## src/rtl/nrp_pkg.sv

```systemverilog
package nrp_pkg;

  typedef enum logic [1:0] {
    REG_MAIN_LO = 2'd0,
    REG_MAIN_HI = 2'd1,
    REG_SPARE   = 2'd2
  } region_e;

  typedef struct packed {
    region_e region;
    logic    captureB0;
    logic    captureB1;
    logic    commit;
    logic    stepCol;
  } dpStrobe_t;

endpackage

```

## src/rtl/nrp_ctrl.sv

```systemverilog
module nrp_ctrl
  import nrp_pkg::*;
#(
  parameter int LOAD_CYC = 350
) (
  input  logic      clk,
  input  logic      rstN,
  input  logic      ceN,
  input  logic      cmdMainLo,
  input  logic      cmdMainHi,
  input  logic      cmdSpare,
  input  logic      addrValid,
  input  logic      rdPulse,
  input  logic      atEnd,
  output dpStrobe_t strobe,
  output logic      busy,
  output logic      standby,
  output logic      reloadReq
);
  localparam int CNT_W = (LOAD_CYC > 1) ? $clog2(LOAD_CYC) : 1;
  localparam logic [CNT_W-1:0] CNT_START = CNT_W'(LOAD_CYC - 1);

  region_e          regionQ;
  logic [1:0]       byteCnt;
  logic [CNT_W-1:0] loadCnt;
  logic             readyQ;
  logic             cmdAny;
  logic             addrOk;
  logic             rdOk;
  logic             startLoad;
  logic             abort;

  always_comb begin
    cmdAny    = (cmdMainLo | cmdMainHi | cmdSpare) & ~busy;
    addrOk    = addrValid & ~busy & ~cmdAny & (byteCnt != 2'd3);
    rdOk      = rdPulse & readyQ & ~busy & ~standby & ~ceN & ~cmdAny & ~addrOk;
    abort     = busy & ceN;
    startLoad = (addrOk & (byteCnt == 2'd2)) | (rdOk & atEnd);

    strobe.region    = regionQ;
    strobe.captureB0 = addrOk & (byteCnt == 2'd0);
    strobe.captureB1 = addrOk & (byteCnt == 2'd1);
    strobe.commit    = addrOk & (byteCnt == 2'd2);
    strobe.stepCol   = rdOk;
  end

  always_ff @(posedge clk or negedge rstN) begin
    if (!rstN) begin
      regionQ   <= REG_MAIN_LO;
      byteCnt   <= 2'd0;
      loadCnt   <= '0;
      busy      <= 1'b0;
      standby   <= 1'b0;
      readyQ    <= 1'b0;
      reloadReq <= 1'b0;
    end else begin
      reloadReq <= startLoad;
      if (abort) begin
        busy    <= 1'b0;
        standby <= 1'b1;
        readyQ  <= 1'b0;
      end else if (busy) begin
        if (loadCnt == '0) begin
          busy   <= 1'b0;
          readyQ <= 1'b1;
        end else begin
          loadCnt <= loadCnt - 1'b1;
        end
      end else begin
        if (startLoad) begin
          busy    <= 1'b1;
          loadCnt <= CNT_START;
        end
        if (cmdAny) begin
          byteCnt <= 2'd0;
          standby <= 1'b0;
          readyQ  <= 1'b0;
          if (cmdSpare)       regionQ <= REG_SPARE;
          else if (cmdMainHi) regionQ <= REG_MAIN_HI;
          else                regionQ <= REG_MAIN_LO;
        end else if (addrOk) begin
          byteCnt <= byteCnt + 2'd1;
          if (byteCnt == 2'd2) readyQ <= 1'b0;
        end
      end
    end
  end

endmodule

```

## src/rtl/nrp_datapath.sv

```systemverilog
module nrp_datapath
  import nrp_pkg::*;
#(
  parameter int MAIN_COLS  = 512,
  parameter int SPARE_COLS = 16,
  parameter int PAGE_W     = 16
) (
  input  logic                                          clk,
  input  logic                                          rstN,
  input  dpStrobe_t                                     strobe,
  input  logic [7:0]                                    addrByte,
  output logic [$clog2(MAIN_COLS+SPARE_COLS)-1:0]       colAddr,
  output logic [PAGE_W-1:0]                             pageAddr,
  output logic                                          atEnd
);
  localparam int COL_W       = $clog2(MAIN_COLS + SPARE_COLS);
  localparam int HALF        = MAIN_COLS / 2;
  localparam int SPARE_SEL_W = $clog2(SPARE_COLS);
  localparam logic [COL_W-1:0] LAST_MAIN  = COL_W'(MAIN_COLS - 1);
  localparam logic [COL_W-1:0] LAST_SPARE = COL_W'(MAIN_COLS + SPARE_COLS - 1);
  localparam logic [COL_W-1:0] SPARE_BASE = COL_W'(MAIN_COLS);

  logic [7:0]       b0Q;
  logic [7:0]       b1Q;
  logic [COL_W-1:0] colQ;
  logic [PAGE_W-1:0] pageQ;
  logic [COL_W-1:0] colStart;
  logic [15:0]      rawPage;
  logic             isSpare;

  always_comb begin
    isSpare = (strobe.region == REG_SPARE);
    rawPage = {addrByte, b1Q};
    unique case (strobe.region)
      REG_MAIN_HI: colStart = COL_W'(HALF) + COL_W'(b0Q);
      REG_SPARE:   colStart = SPARE_BASE + COL_W'(b0Q[SPARE_SEL_W-1:0]);
      default:     colStart = COL_W'(b0Q);
    endcase
    atEnd = isSpare ? (colQ == LAST_SPARE) : (colQ == LAST_MAIN);
  end

  always_ff @(posedge clk or negedge rstN) begin
    if (!rstN) begin
      b0Q   <= '0;
      b1Q   <= '0;
      colQ  <= '0;
      pageQ <= '0;
    end else begin
      if (strobe.captureB0) b0Q <= addrByte;
      if (strobe.captureB1) b1Q <= addrByte;
      if (strobe.commit) begin
        colQ  <= colStart;
        pageQ <= rawPage[PAGE_W-1:0];
      end else if (strobe.stepCol) begin
        if (atEnd) begin
          colQ  <= isSpare ? SPARE_BASE : '0;
          pageQ <= pageQ + 1'b1;
        end else begin
          colQ <= colQ + 1'b1;
        end
      end
    end
  end

  assign colAddr  = colQ;
  assign pageAddr = pageQ;

endmodule

```

## src/rtl/nrp_top.sv

```systemverilog
module nrp_top
  import nrp_pkg::*;
#(
  parameter int MAIN_COLS  = 512,
  parameter int SPARE_COLS = 16,
  parameter int PAGE_W     = 16,
  parameter int LOAD_CYC   = 350
) (
  input  logic                                    clk,
  input  logic                                    rstN,
  input  logic                                    ceN,
  input  logic                                    cmdMainLo,
  input  logic                                    cmdMainHi,
  input  logic                                    cmdSpare,
  input  logic                                    addrValid,
  input  logic [7:0]                              addrByte,
  input  logic                                    rdPulse,
  output logic [$clog2(MAIN_COLS+SPARE_COLS)-1:0] colAddr,
  output logic [PAGE_W-1:0]                       pageAddr,
  output logic                                    busy,
  output logic                                    standby,
  output logic                                    reloadReq
);
  dpStrobe_t strobe;
  logic      atEnd;

  nrp_ctrl #(.LOAD_CYC(LOAD_CYC)) ctrl_i (
    .clk(clk), .rstN(rstN), .ceN(ceN),
    .cmdMainLo(cmdMainLo), .cmdMainHi(cmdMainHi), .cmdSpare(cmdSpare),
    .addrValid(addrValid), .rdPulse(rdPulse), .atEnd(atEnd),
    .strobe(strobe), .busy(busy), .standby(standby), .reloadReq(reloadReq)
  );

  nrp_datapath #(.MAIN_COLS(MAIN_COLS), .SPARE_COLS(SPARE_COLS), .PAGE_W(PAGE_W)) dp_i (
    .clk(clk), .rstN(rstN), .strobe(strobe), .addrByte(addrByte),
    .colAddr(colAddr), .pageAddr(pageAddr), .atEnd(atEnd)
  );

endmodule

```

## config.mk

```make
export PLATFORM = sky130hd
export DESIGN_NAME = nrp_top
export DESIGN_NICKNAME = d
export VERILOG_FILES = /design/src/rtl/nrp_pkg.sv /design/src/rtl/nrp_ctrl.sv /design/src/rtl/nrp_datapath.sv /design/src/rtl/nrp_top.sv
export SDC_FILE = /design/constraint.sdc
export NUM_CORES = 1
export LEC_CHECK = 0
export BUFFER_PORTS_ARGS = -buffer_cell sky130_fd_sc_hd__buf_4
export CAP_MARGIN = 20
export CORE_AREA = 4 4 95 75
export DETAILED_ROUTE_END_ITERATION = 8
export DIE_AREA = 0 0 99 79
export GPL_TIMING_DRIVEN = 0
export PLACE_DENSITY = 0.81
export SLEW_MARGIN = 20
export SYNTH_ARGS = -nofsm -noshare
export SYNTH_HDL_FRONTEND = slang
export SYNTH_SLANG_ARGS = --single-unit
```

## constraint.sdc

```tcl
create_clock -name clk -period 6.2 [get_ports clk]
set_clock_uncertainty 0.15 [all_clocks]
set_input_delay 1.24 -clock clk [delete_from_list [all_inputs] [get_ports clk]]
set_output_delay 1.24 -clock clk [all_outputs]
set_load 0.02 [all_outputs]
```

==> Yosys cells after proc, flatten, opt, wreduce, memory -nomap -nowiden <==
Index checks and enable logic that the tools add are counted.
{ "word_totals": {"mem_bits_ro": 0, "latch_bits": 0, "memories": 0, "output_inout_bits": 29, "ramBits": 0, "elab_cells": 95, "ff_bits": 59} }
{ "classes": {"mul": 0, "n_addsub": 6, "bitwise": 24, "div": 0, "shift": 0, "eq_ne": 10, "reduce_logical": 15, "muxes": 29, "order_cmp": 0} }
{ "ops": {"columns": ["operator", "count"], "rows": [
  ["16-bit 2-to-1 mux", 3],
  ["10-bit 2-to-1 mux", 4],
  ["9-bit 2-to-1 mux", 3],
  ["10-bit one-hot mux with 2 select lines", 1],
  ["16-bit by 1-bit adder with 16-bit output (second input constant)", 1],
  ["1-bit AND", 15],
  ["1-bit 2-to-1 mux", 15],
  ["3-bit AND reduction", 4],
  ["10-bit by 1-bit adder with 10-bit output (second input constant)", 1],
  ["10-bit by 4-bit adder with 10-bit output (first input constant)", 1],
  ["9-bit by 8-bit adder with 10-bit output (first input constant)", 1],
  ["10-bit == test (second input constant)", 1],
  ["10-bit by 9-bit == test with 1-bit output (second input constant)", 1],
  ["2-bit nonzero test", 5],
  ["9-bit logical NOT", 1],
  ["9-bit by 1-bit subtractor with 9-bit output (second input constant)", 1],
  ["4-bit nonzero test", 2],
  ["2-bit 2-to-1 mux", 3],
  ["2-bit != test (second input constant)", 3],
  ["1-bit NOT", 6],
  ["2-bit by 1-bit == test with 1-bit output (second input constant)", 2],
  ["2-bit == test (second input constant)", 2],
  ["2-bit AND reduction", 2],
  ["3-bit != test (second input constant)", 1],
  ["other kinds (3)", 5]
]} }

==> Longest topological paths before layout <==
{ "depth": {"word_depth": 13, "ltp_mapped": 9, "mapped_depth_nobuf": 8} }

==> By module <==
Synthesis repeated with hierarchy kept, for this count alone.
{ "unflattened": {"hier_cells": 330, "area_unflattened_um2": 3219.3} }
{ "by_module_without_submodules": {"columns": ["mod", "area_per_inst_um2", "cells_each", "instances", "seq_area_each_um2"], "rows": [
  ["nrp_datapath", 2232.1, 227, 1, 1051.0],
  ["nrp_ctrl", 987.2, 103, 1, 425.4]
]} }

==> Worst setup path before layout <==
Ideal clock, no wire load.
{ "synth_timing": {"path_kind": "input to register", "from": "in ceN", "to": "reg dp_i.pageQ[14], in the netlist dp_i.pageAddr[14]", "arrival_ns": 2.779, "required_time_ns": 5.913, "cell_stages": 7, "path_buffers": 1, "path_slack_ns": 3.134, "setup_time_ns": 0.137, "path_cell_list": "or4b_1 nor3_2 buf_4 o211ai_4 nor4_1 xnor2_1 a21oi_1"} }
{ "synth_via": {"elab_chain_cells": 6} }
{ "synth_lines": {"columns": ["item", "line", "source"], "rows": [
  ["from (decl)", "nrp_top.sv:11", "input logic ceN,"],
  ["1-bit NOT", "nrp_ctrl.sv:36", "rdOk = rdPulse & readyQ & ~busy & ~standby & ~ceN & ~cmdAny & ~addrOk;"],
  ["1-bit AND (3 in a row)", "nrp_ctrl.sv:36", null],
  ["2-bit nonzero test (no line)", null, null],
  ["2-bit AND reduction (no line)", null, null],
  ["to (signal assigned)", "nrp_datapath.sv:53", "pageQ <= rawPage[PAGE_W-1:0];"],
  ["to (signal assigned)", "nrp_datapath.sv:57", "pageQ <= pageQ + 1'b1;"],
  ["to (decl)", "nrp_datapath.sv:26", "logic [PAGE_W-1:0] pageQ;"]
]} }
Every way passes these cells.
A chain may end at the register's enable or synchronous reset.

==> Worst setup path in the final report <==
{ "layout_timing": {"from": "in cmdMainLo", "to": "reg dp_i.colQ[2], in the netlist dp_i.colAddr[2]"} }
{ "layout_via": {"elab_chain_cells": 9, "elab_cells_between_ends": 12, "classes_between": "mux (1); bitwise (10); reduce/logical (1)"} }
{ "layout_lines": {"columns": ["item", "line", "source"], "rows": [
  ["from (decl)", "nrp_top.sv:12", "input logic cmdMainLo,"],
  ["1-bit OR (*) (2 in a row)", "nrp_ctrl.sv:34", "cmdAny = (cmdMainLo | cmdMainHi | cmdSpare) & ~busy;"],
  ["1-bit AND (*)", "nrp_ctrl.sv:34", null],
  ["1-bit NOT (*)", "nrp_ctrl.sv:35, nrp_ctrl.sv:36", null],
  ["1-bit AND (2 in a row)", "nrp_ctrl.sv:35", "addrOk = addrValid & ~busy & ~cmdAny & (byteCnt != 2'd3);"],
  ["1-bit NOT", "nrp_ctrl.sv:36", null],
  ["1-bit AND", "nrp_ctrl.sv:36", null],
  ["2-bit nonzero test (no line)", null, null],
  ["to (signal assigned)", "nrp_datapath.sv:52", "colQ <= colStart;"],
  ["to (signal assigned)", "nrp_datapath.sv:56", "colQ <= isSpare ? SPARE_BASE : '0;"],
  ["to (signal assigned)", "nrp_datapath.sv:59", "colQ <= colQ + 1'b1;"],
  ["to (decl)", "nrp_datapath.sv:25", "logic [COL_W-1:0] colQ;"]
]} }
Every way passes the cells marked *; elsewhere a longest branch is shown, timed or not.

==> impl_results.md <==
* 1st-iter DRT viols at 185
* Core ar. at between 6000 and 7000 um^2
* Gr usage total at around a fifth
* Std cell rows at 25
* Crit path arrival time at between 3 and 4 ns
* Fin util at between 60% and 70%
* Net Count, Synth at roughly 340
* Final instance area at around 3700 um^2
* Clock buffer depth at 2
* Final Max Slew Viols at 0
* Setup TNS at 0 ns
* # diodes at 0
* CTS Buf Count at 9
* Commonest non-fill, non-tap cell in the layout: dfrtp_1
* Slowest CP cell: nor3_1
* Vias per inst at slightly below 6
* Die Y at roughly 79 um
* Reg-to-reg slack, setup at roughly 3.4 ns
* Synthesized area at ~3100 um^2
* Post-synth top area cell: dfrtp_1
* Clk slew on worst S/H paths at approximately 0.070 ns
* Seq cells post-synth at 59
* Endpoints failing setup at 0
* RSZ-0062 raised after global routing: false
* Leakage Power at roughly 1.7 nW
* Worst hold path depth at 2
* Minimum clock period at roughly 3.2 ns
* GPL Wtd Cong at 0.873
* Critical path peak fanout at 10
* Initial antenna violation count at 0
* Detailed Place HPWL at between 5 and 6 mm
* Most frequent cells in the layout: dfrtp_1, buf_4, nand2_1
* H-Tree Level Count at 3
* Worst Tran Pin Value at between 0.7 and 0.8 ns
* Async SR Flop Fraction at 100%
* Number of synthesized flops with an enable pin at 0
* Non-Filler Instances at 452
* Die Footprint at 7820 um^2
* Area contributors post-synth: dfrtp_1, mux2_2, nand2_1, ha_1, nor2_1
* Starting Density at 50.0%
* Critical Path End Type: flop
* Most frequent CP cell: clkbuf_1
* Worst reg2reg path depth at 8
* Post CTS Setup Buffer Count at 0
* Endpoints failing hold at 0
* Post-Place Cells at 436
* Area after DPL at approximately 3500 um^2
* Period utilisation layout at about half
* Yosys top cell area share at between 40% and 50%
* Status: finished, final reports clean
* Cells along the critical path: buf_4, nor3_1, and2_1, clkbuf_1, clkbuf_1, nand2_1, o21ai_0
* Crit Path Category: input pin to flop
* Post-DRT Antenna Nets at 0
* CP required at 6.31 ns
* Primary FF master, synth: dfrtp_1
* Post-synthesis sequential area ratio at between 40% and 50%
* Cells after synthesis at roughly 310
* Routed len/inst at between 15 and 20 um
* Hold Crit Class: flop to flop
* Top delay family on crit path: buffers and inverters
* Area growth syn-to-layout at 20.9%
* Crit path largest cell delay at approximately 0.55 ns
* Final Net Count at roughly 390
* Initial DRT Pass Iterations at 4
* Largest net degree at the start of global routing at 60
* Insertion delay to the later sink of the worst-skew pair at roughly 0.34 ns
* Ports at 45
* Layout cell share with drive strength beyond 1 at roughly a quarter
* CP bufs+invs at 3
* Final WL at between 7 and 8 mm
* MaxCap Viol Count at 0
* Die width at roughly 99 um
* Maximum clock rate at about 0.31 GHz
* Vias in the first global route at approximately 2.6k
* Slew HR at between 50% and 60%
* Crit. path cell count at 7
* Synth cell types at between 50 and 60
* Worst setup SP type: input pin
* Clock Sinks at slightly below 60
* Synthesis Warnings at 0
* Root Buffer: clkbuf_8
* Peak VDD IR at approximately 0.16 mV
* TritonCTS clock tree: done
* Post-CTS sizing at 0
* Syn avg cell area at a little under 10 um^2
* Pwr per Cell Area at approximately 230 nW/um^2
* IO Port Bufs at 44
* Vias at 2,620
* GRT overflow at 0
* CTS Hold Bufs at 0
* First-pass GRT wire length at 12.8 mm
* DRC viols at 0
[path summary, 6_finish.rpt]
kind | startpoint | end
max in group asynchronous | rstN | dp_i.b0Q[7]$_DFFE_PN0P_
worst max register to register | ctrl_i.byteCnt[0]$_DFFE_PN0P_ | dp_i.colAddr[2]$_DFFE_PN0P_
min in group asynchronous | rstN | ctrl_i.byteCnt[1]$_DFFE_PN0P_
worst min-delay path | dp_i.b1Q[2]$_DFFE_PN0P_ | dp_i.pageAddr[2]$_DFFE_PN0P_
worst max-delay path | cmdMainLo | dp_i.colAddr[2]$_DFFE_PN0P_
worst min register to register | dp_i.b1Q[2]$_DFFE_PN0P_ | dp_i.pageAddr[2]$_DFFE_PN0P_
[tightest hold or removal path: stages, from the launching register on]
cell and delay [ns]:
dfrtp_1 0.34, nand2_1 0.05, o21ai_1 0.06
[stage by stage]
stage / total power, mW / setup WS, ns / hold WS, ns
2_1_floorplan: 0.452 / 3.13 / 0.294
3_3_place_gp: 0.478 / 2.68 / 0.312
3_5_place_dp: 0.481 / 2.68 / 0.318
4_1_cts: 0.849 / 3.03 / 0.340
5_1_grt: 0.876 / 2.79 / 0.366
6_report: 0.844 / 3.00 / 0.344
[power by group]
group | leakage [nW] | switching, mW | total (mW) | internal (mW)
Combinational | 0.835 | 0.0254 | 0.0527 | 0.0273
Clock | 0.108 | 0.154 | 0.371 | 0.217
Sequential | 0.785 | 0.0145 | 0.420 | 0.406
Total | 1.73 | 0.194 | 0.844 | 0.650
[cells by family after synthesis]
kind of cell	count (synthesis)	synth area share, %
AO/OA/AOI/OAI	63	13.1
XOR/XNOR	18	5.12
adder cells (fa/ha/maj)	10	4.06
buffers and inverters	20	2.60
flip-flops	59	47.9
multiplexers	19	6.90
AND/OR/NAND/NOR	122	20.3
[layer usage]
metal  share of wire (%)  wire [um]  track usage (%)  vias up
met4                 1.1         87             5.59        0
met3                 6.7        508             5.62        7
met1                  45       3450             28.7     1313
li1                    -          -                -     1224
met2                  47       3580             32.6       76
met5                   0          0                0        -
[synth_stat cells (all sizes together) (5+ instances only)]
master  count
a21oi      15
clkbuf      8
dfrtp      59
ha         10
inv         9
mux2       18
nand2      36
nand3      11
nand4       9
nor2       27
nor3        7
nor4        7
o211ai      5
o21ai      23
xnor2       7
xor2       11
[flip-flops by register name, indices dropped and copies added, names as in the netlist]
register	flops
ctrl_i.loadCnt	9
ctrl_i.readyQ	1
ctrl_i.standby	1
dp_i.colAddr	10
ctrl_i.reloadReq	1
dp_i.b0Q	8
dp_i.pageAddr	16
ctrl_i.regionQ	2
ctrl_i.busy	1
dp_i.b1Q	8
ctrl_i.byteCnt	2
[layout make-up]
type	instances	area (um^2)
sequential	59	1480
clock inverter	4	47.5
fill	508	2440
clock buffer	12	165
timing repair buffer	44	330
tap	81	101
multi-input combinational	232	1520
inverter	9	33.8
buffer	11	46.3
(Power assumes the default switching activity.)
